$ cat src/rtl/bat_matcher.sv
module bat_matcher #(
  parameter int NUM_PAIRS = 4,
  localparam int IDX_W = (NUM_PAIRS > 1) ? $clog2(NUM_PAIRS) : 1
) (
  input  logic             clk,
  input  logic             rst_n,
  input  logic             wr_en,
  input  logic             wr_ifetch_bank,
  input  logic [IDX_W-1:0] wr_idx,
  input  logic             wr_lower,
  input  logic [31:0]      wr_data,
  input  logic             req_valid,
  input  logic [31:0]      req_ea,
  input  logic [1:0]       req_kind,
  input  logic             req_user,
  output logic             rsp_valid,
  output logic             rsp_hit,
  output logic             rsp_miss,
  output logic [31:0]      rsp_pa,
  output logic             rsp_read,
  output logic             rsp_write,
  output logic             rsp_exec,
  output logic             rsp_fault
);

  // upper word kept as {31:28, 27:17, mask 12:2, valid 1:0}
  // lower word kept as {31:28, 27:17, pp 1:0}
  logic [27:0] upr [2][NUM_PAIRS];
  logic [16:0] lwr [2][NUM_PAIRS];

  logic unused_wr_bits;
  assign unused_wr_bits = ^wr_data[16:13];

  always_ff @(posedge clk or negedge rst_n) begin
    if (!rst_n) begin
      for (int b = 0; b < 2; b++)
        for (int i = 0; i < NUM_PAIRS; i++) begin
          upr[b][i] <= '0;
          lwr[b][i] <= '0;
        end
    end else if (wr_en) begin
      if (wr_lower)
        lwr[wr_ifetch_bank][wr_idx] <= {wr_data[31:17], wr_data[1:0]};
      else
        upr[wr_ifetch_bank][wr_idx] <= {wr_data[31:17], wr_data[12:0]};
    end
  end

  logic fetch, store;
  assign fetch = req_kind[1];
  assign store = (req_kind == 2'b01);

  logic        found;
  logic [31:0] pa_c;
  logic [1:0]  pp_c;

  always_comb begin
    found = 1'b0;
    pa_c  = '0;
    pp_c  = '0;
    for (int i = 0; i < NUM_PAIRS; i++) begin
      logic [27:0] u;
      logic [16:0] l;
      logic [10:0] msk;
      u   = upr[fetch][i];
      l   = lwr[fetch][i];
      msk = u[12:2];
      if (!found && req_ea[31:28] == u[27:24] &&
          (req_ea[27:17] & ~msk) == u[23:13] &&
          (req_user ? u[0] : u[1])) begin
        found = 1'b1;
        pp_c  = l[1:0];
        pa_c  = {l[16:13], (req_ea[27:17] & msk) | l[12:2], req_ea[16:0]};
      end
    end
  end

  logic r_c, w_c, x_c, f_c;
  assign r_c = found && (pp_c != 2'b00);
  assign x_c = r_c;
  assign w_c = found && (pp_c == 2'b10);
  assign f_c = found && (fetch ? !x_c : (store ? !w_c : !r_c));

  always_ff @(posedge clk or negedge rst_n) begin
    if (!rst_n) begin
      rsp_valid <= 1'b0;
      rsp_hit   <= 1'b0;
      rsp_miss  <= 1'b0;
      rsp_pa    <= '0;
      rsp_read  <= 1'b0;
      rsp_write <= 1'b0;
      rsp_exec  <= 1'b0;
      rsp_fault <= 1'b0;
    end else begin
      rsp_valid <= req_valid;
      rsp_hit   <= req_valid && found;
      rsp_miss  <= req_valid && !found;
      rsp_pa    <= (req_valid && found) ? pa_c : '0;
      rsp_read  <= req_valid && r_c;
      rsp_write <= req_valid && w_c;
      rsp_exec  <= req_valid && x_c;
      rsp_fault <= req_valid && f_c;
    end
  end

  p_rsp_follows_req_r1: assert property (@(posedge clk) disable iff (!rst_n)
    req_valid |=> rsp_valid);
  p_no_spurious_rsp_r1: assert property (@(posedge clk) disable iff (!rst_n)
    !req_valid |=> !rsp_valid);
  p_hit_xor_miss_r10: assert property (@(posedge clk) disable iff (!rst_n)
    rsp_valid |-> (rsp_hit ^ rsp_miss));
  p_idle_quiet_r11: assert property (@(posedge clk) disable iff (!rst_n)
    !rsp_valid |-> (!rsp_hit && !rsp_miss));
  p_miss_clean_r10: assert property (@(posedge clk) disable iff (!rst_n)
    rsp_miss |-> (rsp_pa == 32'd0 && !rsp_read && !rsp_write && !rsp_exec && !rsp_fault));
  p_fault_needs_hit_r7: assert property (@(posedge clk) disable iff (!rst_n)
    rsp_fault |-> rsp_hit);
  p_write_implies_rx_r6: assert property (@(posedge clk) disable iff (!rst_n)
    rsp_write |-> (rsp_read && rsp_exec));
  p_offset_passthru_r9: assert property (@(posedge clk) disable iff (!rst_n)
    (req_valid && rst_n) |=> (!rsp_hit || rsp_pa[16:0] == $past(req_ea[16:0])));

endmodule

$ cat config.mk
export PLATFORM = sky130hd
export DESIGN_NAME = bat_matcher
export DESIGN_NICKNAME = d
export VERILOG_FILES = /design/src/rtl/bat_matcher.sv
export SDC_FILE = /design/constraint.sdc
export NUM_CORES = 1
export LEC_CHECK = 0
export BUFFER_PORTS_ARGS = -buffer_cell sky130_fd_sc_hd__clkbuf_2
export CORE_ASPECT_RATIO = 0.6
export CORE_MARGIN = 1.5
export CORE_UTILIZATION = 39
export DETAILED_ROUTE_END_ITERATION = 12
export PLACE_DENSITY = 0.61
export RECOVER_POWER = 100
export REMOVE_ABC_BUFFERS = 1
export SLEW_MARGIN = 20
export SYNTH_ARGS = -nofsm -noshare
export SYNTH_HDL_FRONTEND = slang
export SYNTH_SLANG_ARGS = --single-unit
$ cat constraint.sdc
create_clock -name clk -period 3.5 [get_ports clk]
set_clock_uncertainty 0.15 [all_clocks]
set_input_delay 0.7 -clock clk [delete_from_list [all_inputs] [get_ports clk]]
set_output_delay 0.7 -clock clk [all_outputs]
set_load 0.1 [all_outputs]
After elaboration in Yosys (flattened, before gate mapping). Cells that the tools add are included.

Flip-flop bits (word level): 398. Output and inout bits: 39. Input port bits: 75.

Bitwise logic cells: 20. Muxes and demuxes: 35. Equality and inequality tests: 10. $lt $le $gt $ge: 5. Reduce and logical (&&, ||, !) cells: 30.

Operators by type and width (count): 112-bit two-way mux (4); 68-bit two-way mux (4); 224-bit bitwise mux (1); 32-bit two-way mux (5); 136-bit bitwise mux (1); 112-bit demux with 1-bit select (1); 11-bit bitwise AND (8); 68-bit demux with 1-bit select (1); 28-bit demux with 2-bit select (1); 11-bit equality test (4); 11-bit NOT (4); 11-bit OR (4); 17-bit demux with 2-bit select (1); 28-bit two-way mux (1); 1-bit logical AND (21); 17-bit two-way mux (1); 4-bit equality test (4); 1-bit two-way mux (10); 2-bit two-way mux (4); 1-bit zero test (6); 2-bit >= comparator (second input constant) (2); 1-bit NOT with 2-bit output (2); 2-bit AND reduction (2); 3-bit >= comparator (second input constant) (1); other kinds (7) (7).

Longest topological paths before layout. Gate-level depths: netlist of the first run.

Depth after elaboration: 32. Depth in mapped cells: 14. Mapped depth without buffers: 9.

Worst setup path before layout of the first run. Ideal clock, no wire load.

Path kind: input to register. Start point: in req_kind[1]. End point: reg rsp_write. Path buffers: 3. Required time: 3.239 ns. Cell stages on the path: 11. Library setup time: 0.111 ns. Slack: 0.527 ns. Arrival: 2.712 ns. Cells stage by stage: buf_6 buf_6 mux2i_1 xor2_1 o2111ai_1 nor3_2 and4_2 clkbuf_4 mux2i_1 o221ai_1 a2111oi_2.

Longest elaborated chain between the ends: 28. Elaborated cells on any way between the ends: 52.

Ends and longest elaborated chain: from (decl) (line 14) `input logic [1:0] req_kind,`; 1-bit NOT with 2-bit output (not written as such) * (line 65, 66); 112-bit two-way mux (not written as such) (3 in series) (line 65) `u = upr[fetch][i];`; 11-bit NOT (line 69) `(req_ea[27:17] & ~msk) == u[23:13] &&`; 11-bit bitwise AND (line 69); 11-bit equality test (line 69); 1-bit logical AND (line 68) `if (!found && req_ea[31:28] == u[27:24] &&`; 1-bit logical AND (line 69); 1-bit two-way mux (line 68); (+9 left out); 1-bit two-way mux (line 68); 1-bit zero test (line 68); 1-bit logical AND (2 in series) (line 68); 1-bit logical AND (line 69); 2-bit two-way mux (line 68); 2-bit equality test (line 81) `assign w_c = found && (pp_c == 2'b10);`; 1-bit logical AND * (line 81); 1-bit logical AND * (line 100) `rsp_write <= req_valid && w_c;`; to (signal assigned) (line 100); to (decl) (line 21) `output logic rsp_write,`.

Every way passes the cells marked *; elsewhere a longest branch is shown, timed or not. The select of a mux whose other input is x is not followed. A chain may end at the register's enable or synchronous reset.

Worst setup path in the final report of the first run.
Start point: in req_kind[1]. End point: reg rsp_fault.

Longest elaborated chain between the ends: 32. Elaborated cells on any way between the ends: 60.

Ends and longest elaborated chain: 1-bit NOT with 2-bit output (not written as such) (line 65, 66); 112-bit two-way mux (not written as such) (3 in series) (line 65); 11-bit NOT (line 69); 11-bit bitwise AND (line 69); 11-bit equality test (line 69); 1-bit logical AND (line 68); 1-bit logical AND (line 69); 1-bit two-way mux (line 68); (+13 left out); 1-bit logical AND (line 69); 2-bit two-way mux (line 68); 2-bit equality test or 2-bit nonzero test (tied branches) (line 81, 79); 1-bit logical AND, on equally long branches (line 81, 79); 1-bit zero test (line 82) `assign f_c = found && (fetch ? !x_c : (store ? !w_c : !r_c));`; 1-bit two-way mux (2 in series) (line 82); 1-bit logical AND * (line 82); 1-bit logical AND * (line 102) `rsp_fault <= req_valid && f_c;`; to (signal assigned) (line 102); to (decl) (line 23) `output logic rsp_fault`.

Marks and branches as above.

==> metrics.yaml, run 1 <==
power:
  powerDensity_mw_per_mm2: 599
  p_leak_nw: 9.39
  power_frac_seq_pct: 48.2
  p_comb_share_pct: 19.6
  p_sw_w: 0.00379
  peakVddDrop_uv: 392
  switching_share_pct: 29.0
  clkPwrFrac_pct: 32.2
  intPower_w: 0.00928
route:
  finalWirelength_mm: 57.7
  drc: 0
  dr_wl_met2_mm: 23.9
  top_layer_used: "met4"
  antenna_left: 0
  met1_length_mm: 27.3
  drt_iter0_markers: 1058
  firstDrtPassIters: 5
  vias: 13300
  dr_wl_met3_mm: 5.31
  routed_via_density: 5.70
  wl_per_cell_um: 24.7
worst_setup_path:
  r2r_start: "upr[115]"
  crit_path_end: "rsp_fault"
  worstSetupPathType: "in2reg"
  crit_arrival_ps: 3530
  crit_start: "req_kind[1]"
  end_kind: "flop"
  startpoint_type: "input pin"
  worstPathMaxFanout: 17
  rrSetupSlack_ps: 360
  r2r_cells: 10
  r2r_end: "rsp_pa[23]"
  required_ps: 3800
floorplanning:
  ioPinCount: 114
  die_y_um: 173
  rows: 61
  start_util_pct: 40.0
  die_x_um: 286
  die_area_sq_mm: 0.0494
  core_area_sq_mm: 0.0469
placement:
  routabilityCongestion: 0.936
  placed_area_sq_mm: 0.0208
  place_inst: 2264
  io_buffer_count: 109
  place_hpwl_mm: 39.8
yosys:
  synthArstFlopShare_pct: 100
  synth_area_leaders: "dfrtp_1 53%, mux2_2 22%, a21oi_1 2.8%"
  yosys.cell_types.count: 65
  ys_ff_latch: 398
  synth_most_common_cell: "dfrtp_1"
  synth_top_cell_area_share_pct: 53.2
  synth_edf_count: 0
  synth_adder_area_share_pct: 0
  yosysSeqAreaShare_pct: 53.2
  synth_top_family_by_area: "multiplexers"
  synth_xor_area_share_pct: 1.26
  synth_compound_area_share_pct: 10.6
  synthMuxAreaShare_pct: 25.0
  synth_simple_gate_area_share_pct: 7.06
  ys.flop_type: "dfrtp_1"
  ys_warn_count: 0
  synth_area_per_cell_sq_um: 12.5
  netlist_instances: 1494
  synth_commonest_cells: "398 x dfrtp_1, 372 x mux2_2, 104 x a21oi_1, 64 x clkbuf_1, 61 x o21ai_0"
  netlist_area_sq_mm: 0.0187
  yosysTopAreaCell: "dfrtp_1"
sta:
  holdWs_ps: 206
  max_freq_mhz: 310
  min_period_ps: 3230
  finalSetupTns_ps: 0
  tightest_slew_ps: 2200
  hold_viol_final: 0
  max-slew-margin-rel_pct: -46.8
  slew_viol_final: 130
  final-setup-viol-count: 0
  rsz0062_at_grt: "false"
  post-route-period-util_pct: 92.3
grt:
  antenna_found_initial: 0
  grt_pass1_wl_mm: 86.3
  grt.total_usage_pct: 23.3
  grt_max_degree: 79
  grt_overflow: 0
  grt_pass1_vias: 13400
clock_tree:
  cts.sinks: 398
  cts_tree: "done"
  ctsResizeCount: 0
  postCtsHoldBufs: 0
  clk_latency_ps: 550
  cts-htree-levels: 2
  clockBufferDepth: 3
  clkTransAtPathRegs_ps: 60
  cts_buffers: 39
  post_cts_buffers: 0
  cts_root_buf: "clkbuf_16"
layout:
  finish.instance_area_sq_mm: 0.0218
  final_core_util_pct: 46.6
  syn2layout_area_growth_pct: 16.6
  drive_gt1_share_pct: 37.9
  fillerInstances: 4311
  layout.cells.non_filler: 2334
  layout.nets: 1750
  multi_input_area_sq_mm: 0.00825
  regArea_sq_mm: 0.00996
worst_hold_path:
  hp-class: "in2reg"
outcome:
  run_status: "finished with violations"
  violations: "capacitance limit, slew limit"
job:
  maxCapViolations: 4
==> final cells by class <==
| cell class | instances | area share (%) |
|---|---|---|
| clock buffers | 53 | 5.23 |
| clock inverters | 16 | 0.533 |
| inverters | 15 | 0.258 |
| well taps | 630 | 3.61 |
| repair buffers | 239 | 6.97 |
| diodes | 1 | 0.0115 |
| multi-input cells | 982 | 37.8 |
| flip-flops and latches | 398 | 45.6 |
==> stage by stage <==
| step | setup slack (ps) | total power [W] |
|---|---|---|
| floorplan | -142 | 0.00772 |
| global placement | -143 | 0.00877 |
| detailed placement | -181 | 0.00890 |
| CTS | 390 | 0.0131 |
| global route | 103 | 0.0137 |
| finish | 271 | 0.0131 |
==> power by group through the flow <==
stage	Sequential, W	Combinational [W]	Clock, W
finish	0.00630	0.00256	0.00421
global route	0.00641	0.00278	0.00451
CTS	0.00627	0.00256	0.00430
detailed placement	0.00636	0.00255	0
global placement	0.00629	0.00247	0
floorplan	0.00611	0.00161	0
==> layer usage <==
layer  global-route usage (%)  up-vias
li1                         -     5881
met1                     35.1     6864
met2                     32.5      475
met3                     6.75       87
met4                     5.78        0
met5                        0        -
==> cells in the final DEF, fill, tap and decap left out, types with 5 or more instances in the layout <==
master and n:
dfrtp_1 398, mux2_2 372, a21oi_1 106, buf_4 90, clkbuf_2 77, clkbuf_1 64, o21ai_0 61, a211oi_1 56
nor3_1 53, mux2i_1 50, nor2_1 43, clkbuf_16 41, nand2b_1 32, nand4_1 21, xnor2_1 17, inv_1 14
o211ai_1 12, a211o_1 11, a21o_1 11, and2_1 11, clkinv_2 11, buf_12 11, nor3b_1 10, xor2_1 10
a22oi_1 8, clkbuf_8 8, and2_0 7, nor2b_1 6, nand3_1 6, nand2_1 6, or3_1 6, o221ai_1 5
o21a_1 5, a21oi_2 5
==> state kept, by name, indices dropped and copies added, names as in the netlist <==
register / cells
rsp_pa: 32
lwr: 136
rsp_exec: 1
rsp_write: 1
rsp_miss: 1
rsp_fault: 1
upr: 224
rsp_hit: 1
rsp_valid: 1
==> worst max-delay path, cell delays in order <==
cell      delay, ps
clkbuf_8        240
buf_12          180
inv_2            60
buf_12          150
a21oi_1         230
nand4_1         130
a222oi_1        420
buf_4           250
nand3_2         130
nand2_2         100
buf_4           150
clkbuf_1        200
o221a_2         240
o211ai_1         90
a21oi_1         210
==> cell families after synthesis <==
family / Yosys count
AOI/OAI and AO/OA: 305
DFF: 398
xor gates and xnor gates: 27
buffers and inverters: 114
and+or+nand+nor: 228
muxes: 422
==> worst min-delay path by stage <==
stage               startpoint          to  slack (ps)  cells past startpoint
finish               req_ea[8]   rsp_pa[8]         210                      2
global route        req_ea[16]  rsp_pa[16]         190                      2
CTS                      rst_n    upr[218]          20                      1
detailed placement    lwr[120]    lwr[120]         340                      1
global placement      upr[168]    upr[168]         330                      1
floorplan                rst_n      lwr[0]         250                      0
Note: power is estimated with default switching activity, not from simulation.
==> run 2, diff against run 1 <==
--- a/config.mk
+++ b/config.mk
@@ -9,8 +9,9 @@
 export CORE_ASPECT_RATIO = 0.6
 export CORE_MARGIN = 1.5
 export CORE_UTILIZATION = 39
+export CTS_BUF_LIST = sky130_fd_sc_hd__clkbuf_8
 export DETAILED_ROUTE_END_ITERATION = 12
-export PLACE_DENSITY = 0.61
+export PLACE_DENSITY = 0.57
 export RECOVER_POWER = 100
 export REMOVE_ABC_BUFFERS = 1
 export SLEW_MARGIN = 20
==> run 2 against run 1 <==
Against the previous run:
- critical path type unchanged
- largest cell class unchanged
- routed wire length is 1.6% higher
- worst hold slack got worse by 100 ps
- the run still ends with capacitance limit, slew limit left
- critical endpoint is now upr[32]
- via count down 0.57%
==> metrics.yaml, run 2 (synthesis results as in run 1) <==
clock_tree:
  cts-htree-levels: 2  # unchanged
  clockBufferDepth: 3  # unchanged
  cts_root_buf: "clkbuf_8"
  ctsResizeCount: 0  # unchanged
  cts_buffers: 58  # +49%
  cts_tree: "done"
  clk_latency_ps: 650  # +100 ps
  clkTransAtPathRegs_ps: 70  # about the same
  cts.sinks: 398  # unchanged
worst_setup_path:
  worstSetupPathType: "in2reg"
  end_kind: "flop"
  worstPathMaxFanout: 16  # -1
  crit_arrival_ps: 3630  # +100 ps
  required_ps: 3860  # +60 ps
  startpoint_type: "input pin"
floorplanning:
  core_area_sq_mm: 0.0469  # unchanged
  start_util_pct: 40.0  # unchanged
  ioPinCount: 114  # unchanged
  die_area_sq_mm: 0.0494  # unchanged
  die_y_um: 173  # unchanged
  die_x_um: 286  # unchanged
  rows: 61  # unchanged
placement:
  io_buffer_count: 109  # unchanged
  routabilityCongestion: 0.902  # -3.7%
  place_inst: 2262  # -0.088%
  place_hpwl_mm: 39.8  # about the same
job:
  maxCapViolations: 3  # -1
route:
  drt_iter0_markers: 1133  # +7.1%
  drc: 0  # unchanged
  finalWirelength_mm: 58.7  # +1.6%
  wl_per_cell_um: 24.8  # +0.18%
  firstDrtPassIters: 7  # +2
  vias: 13200  # -0.57%
  antenna_left: 0  # unchanged
  routed_via_density: 5.59  # -2.0%
layout:
  diodes: 0  # -1
  final_common_cell: "dfrtp_1"
  mostFrequentLayoutCells: "398 x dfrtp_1, 372 x mux2_2, 108 x a21oi_1"
  drive_gt1_share_pct: 38.4  # +0.50 points
  layout.nets: 1768  # +1.0%
  largest_register_ffs: 224  # unchanged
  layout.cells.non_filler: 2368  # +1.5%
  top_register: "upr"
  reg.largest.list: "upr x224, lwr x136, rsp_pa x32"
  syn2layout_area_growth_pct: 16.6  # about the same
grt:
  grt_overflow: 0  # unchanged
  grt_max_degree: 121  # +53%
  grt_pass1_vias: 13600  # +1.0%
  grt_pass1_wl_mm: 88.4  # +2.4%
  antenna_found_initial: 1  # +1
  grt.total_usage_pct: 23.9  # +0.63 points
sta:
  max_freq_mhz: 306  # -1.2%
  hold_viol_final: 0  # unchanged
  rsz0062_at_grt: "false"
  max-slew-margin-rel_pct: -61.9  # -15 points
  post-route-period-util_pct: 93.3  # +1.1 points
  tightest_slew_ps: 2430  # +226 ps
  finalSetupTns_ps: 0  # unchanged
  min_period_ps: 3270  # +37.7 ps
  slew_viol_final: 80  # -38%
  final-setup-viol-count: 0  # unchanged
power:
  powerDensity_mw_per_mm2: 592  # -1.1%
  p_leak_nw: 9.50  # +1.2%
  peakVddDrop_uv: 312  # -20%
outcome:
  run_status: "finished with violations"
  violations: "capacitance limit, slew limit"
worst_hold_path:
  hp-class: "in2reg"
## run 2: final cells by class
| type | count | area [sq um] |
|---|---|---|
| well taps | 630 | 788 |
| inverters | 15 | 56.3 |
| multi-input cells | 982 | 8230 |
| repair buffers | 238 | 1540 |
| fillers | 4366 | 25000 |
| flip-flops and latches | 398 | 9960 |
| clock inverters | 24 | 158 |
| clock buffers | 81 | 1110 |
## run 2: critical path, cell delays in order
cell            delay (ps)
clkbuf_2               100
nand3b_1               300
nor2_1                1140
dlymetal6s2s_1         940
mux2_2                 420
## run 2: path summary, 6_finish.rpt
path | startpoint | endpoint | slack [ps] | cells past startpoint
min in group asynchronous | rst_n | upr[141] | 1130 | 2
max in group asynchronous | rst_n | upr[146] | 520 | 3
setup reg to reg | upr[64] | rsp_pa[29] | 340 | 11
hold reg to reg | upr[85] | upr[85] | 350 | 1
hold / removal | req_ea[3] | rsp_pa[3] | 100 | 2
setup / recovery | wr_lower | upr[32] | 230 | 5
## run 2: report_power, final
part | leakage, nW | internal [W] | switching (W)
Sequential | 4.94 | 0.00557 | 0.000730
Clock | 0.710 | 0.00219 | 0.00190
Combinational | 3.84 | 0.00133 | 0.00122
## run 2: repair_timing
| item | CTS | global route |
|---|---|---|
| setup buffers | 0 | 0 |
| endpoints found under the setup margin | 0 | 0 |
| endpoints found under the hold margin | 31 | 0 |
| hold buffers | 1 | 0 |
## run 2: metal layers
| metal | track usage (%) | vias up | part of all wire (%) |
|---|---|---|---|
| met5 | 0 | - | 0.022 |
| met4 | 6.13 | 2 | 2.4 |
| met3 | 7.81 | 100 | 8.7 |
| met2 | 32.9 | 430 | 41 |
| met1 | 35.8 | 6795 | 48 |
| li1 | - | 5904 | - |
## run 2: metrics by stage
stage	cell area [sq um]	utilization, %	hold WS (ps)	setup WS, ps	power [W]
CTS	22100	47.1	45.7	469	0.0130
finish	21800	46.6	102	233	0.0129
floorplan	18200	-	254	-142	0.00772
global placement	20800	44.3	332	-116	0.00878
detailed placement	20800	44.3	341	-145	0.00890
global route	21800	46.6	86.1	76.3	0.0136
==> run 3, diff against run 2 <==
--- a/config.mk
+++ b/config.mk
@@ -11,8 +11,7 @@
 export CORE_UTILIZATION = 39
 export CTS_BUF_LIST = sky130_fd_sc_hd__clkbuf_8
 export DETAILED_ROUTE_END_ITERATION = 12
-export PLACE_DENSITY = 0.57
-export RECOVER_POWER = 100
+export PLACE_DENSITY = 0.59
 export REMOVE_ABC_BUFFERS = 1
 export SLEW_MARGIN = 20
 export SYNTH_ARGS = -nofsm -noshare
==> constraint.sdc (replaced) <==
create_clock -name clk -period 2.6 [get_ports clk]
set_clock_uncertainty 0.15 [all_clocks]
set_input_delay 0.52 -clock clk [delete_from_list [all_inputs] [get_ports clk]]
set_output_delay 0.52 -clock clk [all_outputs]
set_load 0.005 [all_outputs]
==> run 3 against run 2 <==
Against the previous run:
- the flow finishes with violations (setup timing)
- first-iteration DRC count is 13% higher
- via count is 7.3% higher
- die area unchanged
- critical path type is now reg2reg
- largest cell class unchanged
- highest routed layer unchanged
==> metrics.yaml, run 3 (synthesis results as in run 1) <==
placement:
  place_ws_ps: -956  # -810 ps
  place_hpwl_mm: 43.0  # +8.1%
  io_buffer_count: 109  # unchanged
  routabilityCongestion: 0.940  # +4.2%
layout:
  regArea_sq_mm: 0.00996  # unchanged
  largest_register_ffs: 224  # unchanged
  top_register: "upr"
  syn2layout_area_growth_pct: 26.3
  multi_input_area_sq_mm: 0.00849  # +3.2%
  drive_gt1_share_pct: 47.9  # +9.4 points
  reg.largest.list: "upr x224, lwr x136, rsp_pa x32"
  layout.nets: 1922  # +8.7%
  fillerInstances: 4195  # -3.9%
  diodes: 0  # unchanged
  mostFrequentLayoutCells: "398 x dfrtp_1, 372 x mux2_2, 234 x buf_4"
  final_common_cell: "dfrtp_1"
clock_tree:
  cts_root_buf: "clkbuf_8"
  clockBufferDepth: 3  # unchanged
  clk_latency_ps: 680  # +30 ps
  clkTransAtPathRegs_ps: 70  # about the same
  cts-htree-levels: 2  # unchanged
  cts.sinks: 398  # unchanged
  cts_buffers: 61  # +5.2%
  cts_tree: "done"
sta:
  slew_viol_final: 0  # -100%
  tightest_slew_ps: 619  # -1810 ps
  max-slew-margin-rel_pct: 58.7  # +120 points
  post-route-period-util_pct: 109
  final-setup-viol-count: 35  # +35
  finalSetupTns_ps: -2840  # -2840 ps
  hold_viol_final: 0  # unchanged
  min_period_ps: 2840
  rsz0062_at_grt: "true"
  layout_setup_ws_ps: -236  # -470 ps
  max_freq_mhz: 353
route:
  drt_iter0_markers: 1280  # +13%
  vias: 14200  # +7.3%
  antenna_left: 0  # unchanged
  routed_via_density: 5.61  # +0.43%
  firstDrtPassIters: 5  # -2
  drc: 0  # unchanged
  wl_per_cell_um: 24.4  # -1.3%
  finalWirelength_mm: 61.8  # +5.4%
floorplanning:
  rows: 61  # unchanged
  ioPinCount: 114  # unchanged
  start_util_pct: 40.0  # unchanged
  die_x_um: 286  # unchanged
  core_area_sq_mm: 0.0469  # unchanged
  die_y_um: 173  # unchanged
  die_area_sq_mm: 0.0494  # unchanged
power:
  peakVddDrop_uv: 408  # +31%
  powerDensity_mw_per_mm2: 778  # +31%
  p_leak_nw: 10.6  # +11%
worst_setup_path:
  end_kind: "flop"
  crit_buf_inv: 1  # -1
  required_ps: 2980  # -880 ps
  worstSetupPathType: "reg2reg"
  cpMaxStageDelayCell: "or4_4"
  cp.depth: 9  # +4
  path_common_cell: "a2111oi_4"
  critical-path-top-delay-family: "compound AO/OA/AOI/OAI gates"
  r2r_cells: 9  # -2
  crit_arrival_ps: 3220  # -410 ps
  worstPathMaxFanout: 4  # -12
  crit_path_max_incr_delay_ps: 420  # -720 ps
  path_cells: "mux2i_1 -> xor2_1 -> o211ai_1 -> a2111oi_4 -> nand4_4 -> buf_4 -> or4_4 -> o221a_2 -> a2111oi_4"
  startpoint_type: "flop"
grt:
  grt_overflow: 0  # unchanged
  grt_pass1_wl_mm: 94.0  # +6.3%
  grt.total_usage_pct: 25.3  # +1.3 points
  antenna_found_initial: 1  # unchanged
  grt_max_degree: 70  # -42%
  grt_pass1_vias: 14600  # +7.3%
worst_hold_path:
  hp-class: "in2reg"
  whs_path_depth: 2  # unchanged
outcome:
  violations: "setup timing"
  run_status: "finished with violations"
job:
  maxCapViolations: 0  # -3
run 3: cell count changes in the layout (fill, tap and decap cells not counted), sizes merged:
cell,delta
buf,+152
inv,+7
clkbuf,-19
dlymetal6s2s,-1
dlygate4sd3,+19
bufinv,+1
clkinvlp,+2
run 3: repair_timing:
| action | 4_1_cts | 5_1_grt |
|---|---|---|
| pin swaps | 13 | 16 |
| hold buffers | 20 | 0 |
| hold endpoints to repair | 69 | 0 |
| gates resized for setup | 27 | 35 |
| setup buffers | 1 | 4 |
| endpoints found under the setup margin | 36 | 37 |
run 3: final cells by class:
type                       count  area share [%]
clock inverter                34            1.01
tap                          630            3.33
clock buffer                  81            4.71
inverter                      15           0.259
sequential                   398            42.1
timing repair buffer         389            12.7
multi-input combinational    982            35.9
run 3: path summary, 6_finish.rpt:
path	from	to	slack (ps)
setup / recovery	upr[53]	rsp_write	-240
hold / removal	wr_data[11]	upr[39]	70
setup reg to reg	upr[53]	rsp_write	-240
hold reg to reg	lwr[134]	lwr[134]	350
max in group asynchronous	rst_n	rsp_pa[11]	1310
min in group asynchronous	rst_n	upr[22]	230
run 3: per-layer routing:
| metal | wire, um | vias to the layer above | track usage (%) | share of wire, % |
|---|---|---|---|---|
| met2 | 25400 | 534 | 35.2 | 41 |
| li1 | - | 6219 | - | - |
| met4 | 1330 | 2 | 5.91 | 2.1 |
| met1 | 29800 | 7335 | 39.1 | 48 |
| met3 | 5210 | 101 | 6.12 | 8.4 |
| met5 | 11 | - | 0 | 0.018 |
run 3: power breakdown:
group	switching [W]	total [W]	internal (W)
logic	0.00193	0.00422	0.00229
clock network	0.00267	0.00576	0.00309
registers	0.000921	0.00842	0.00750
total	0.00552	0.0184	0.0129
run 3: metrics by stage:
stage	instances	area, sq um	total power [W]	hold WS, ps	util (%)
after global routing	2529	23700	0.0193	50.4	50.5
after floorplan	1395	18200	0.0104	74.4	-
after detailed placement	2389	21800	0.0126	318	46.5
after CTS	2525	23500	0.0184	31.0	50.1
final	2529	23700	0.0184	66.0	50.5
after global placement	2389	21800	0.0124	320	46.5
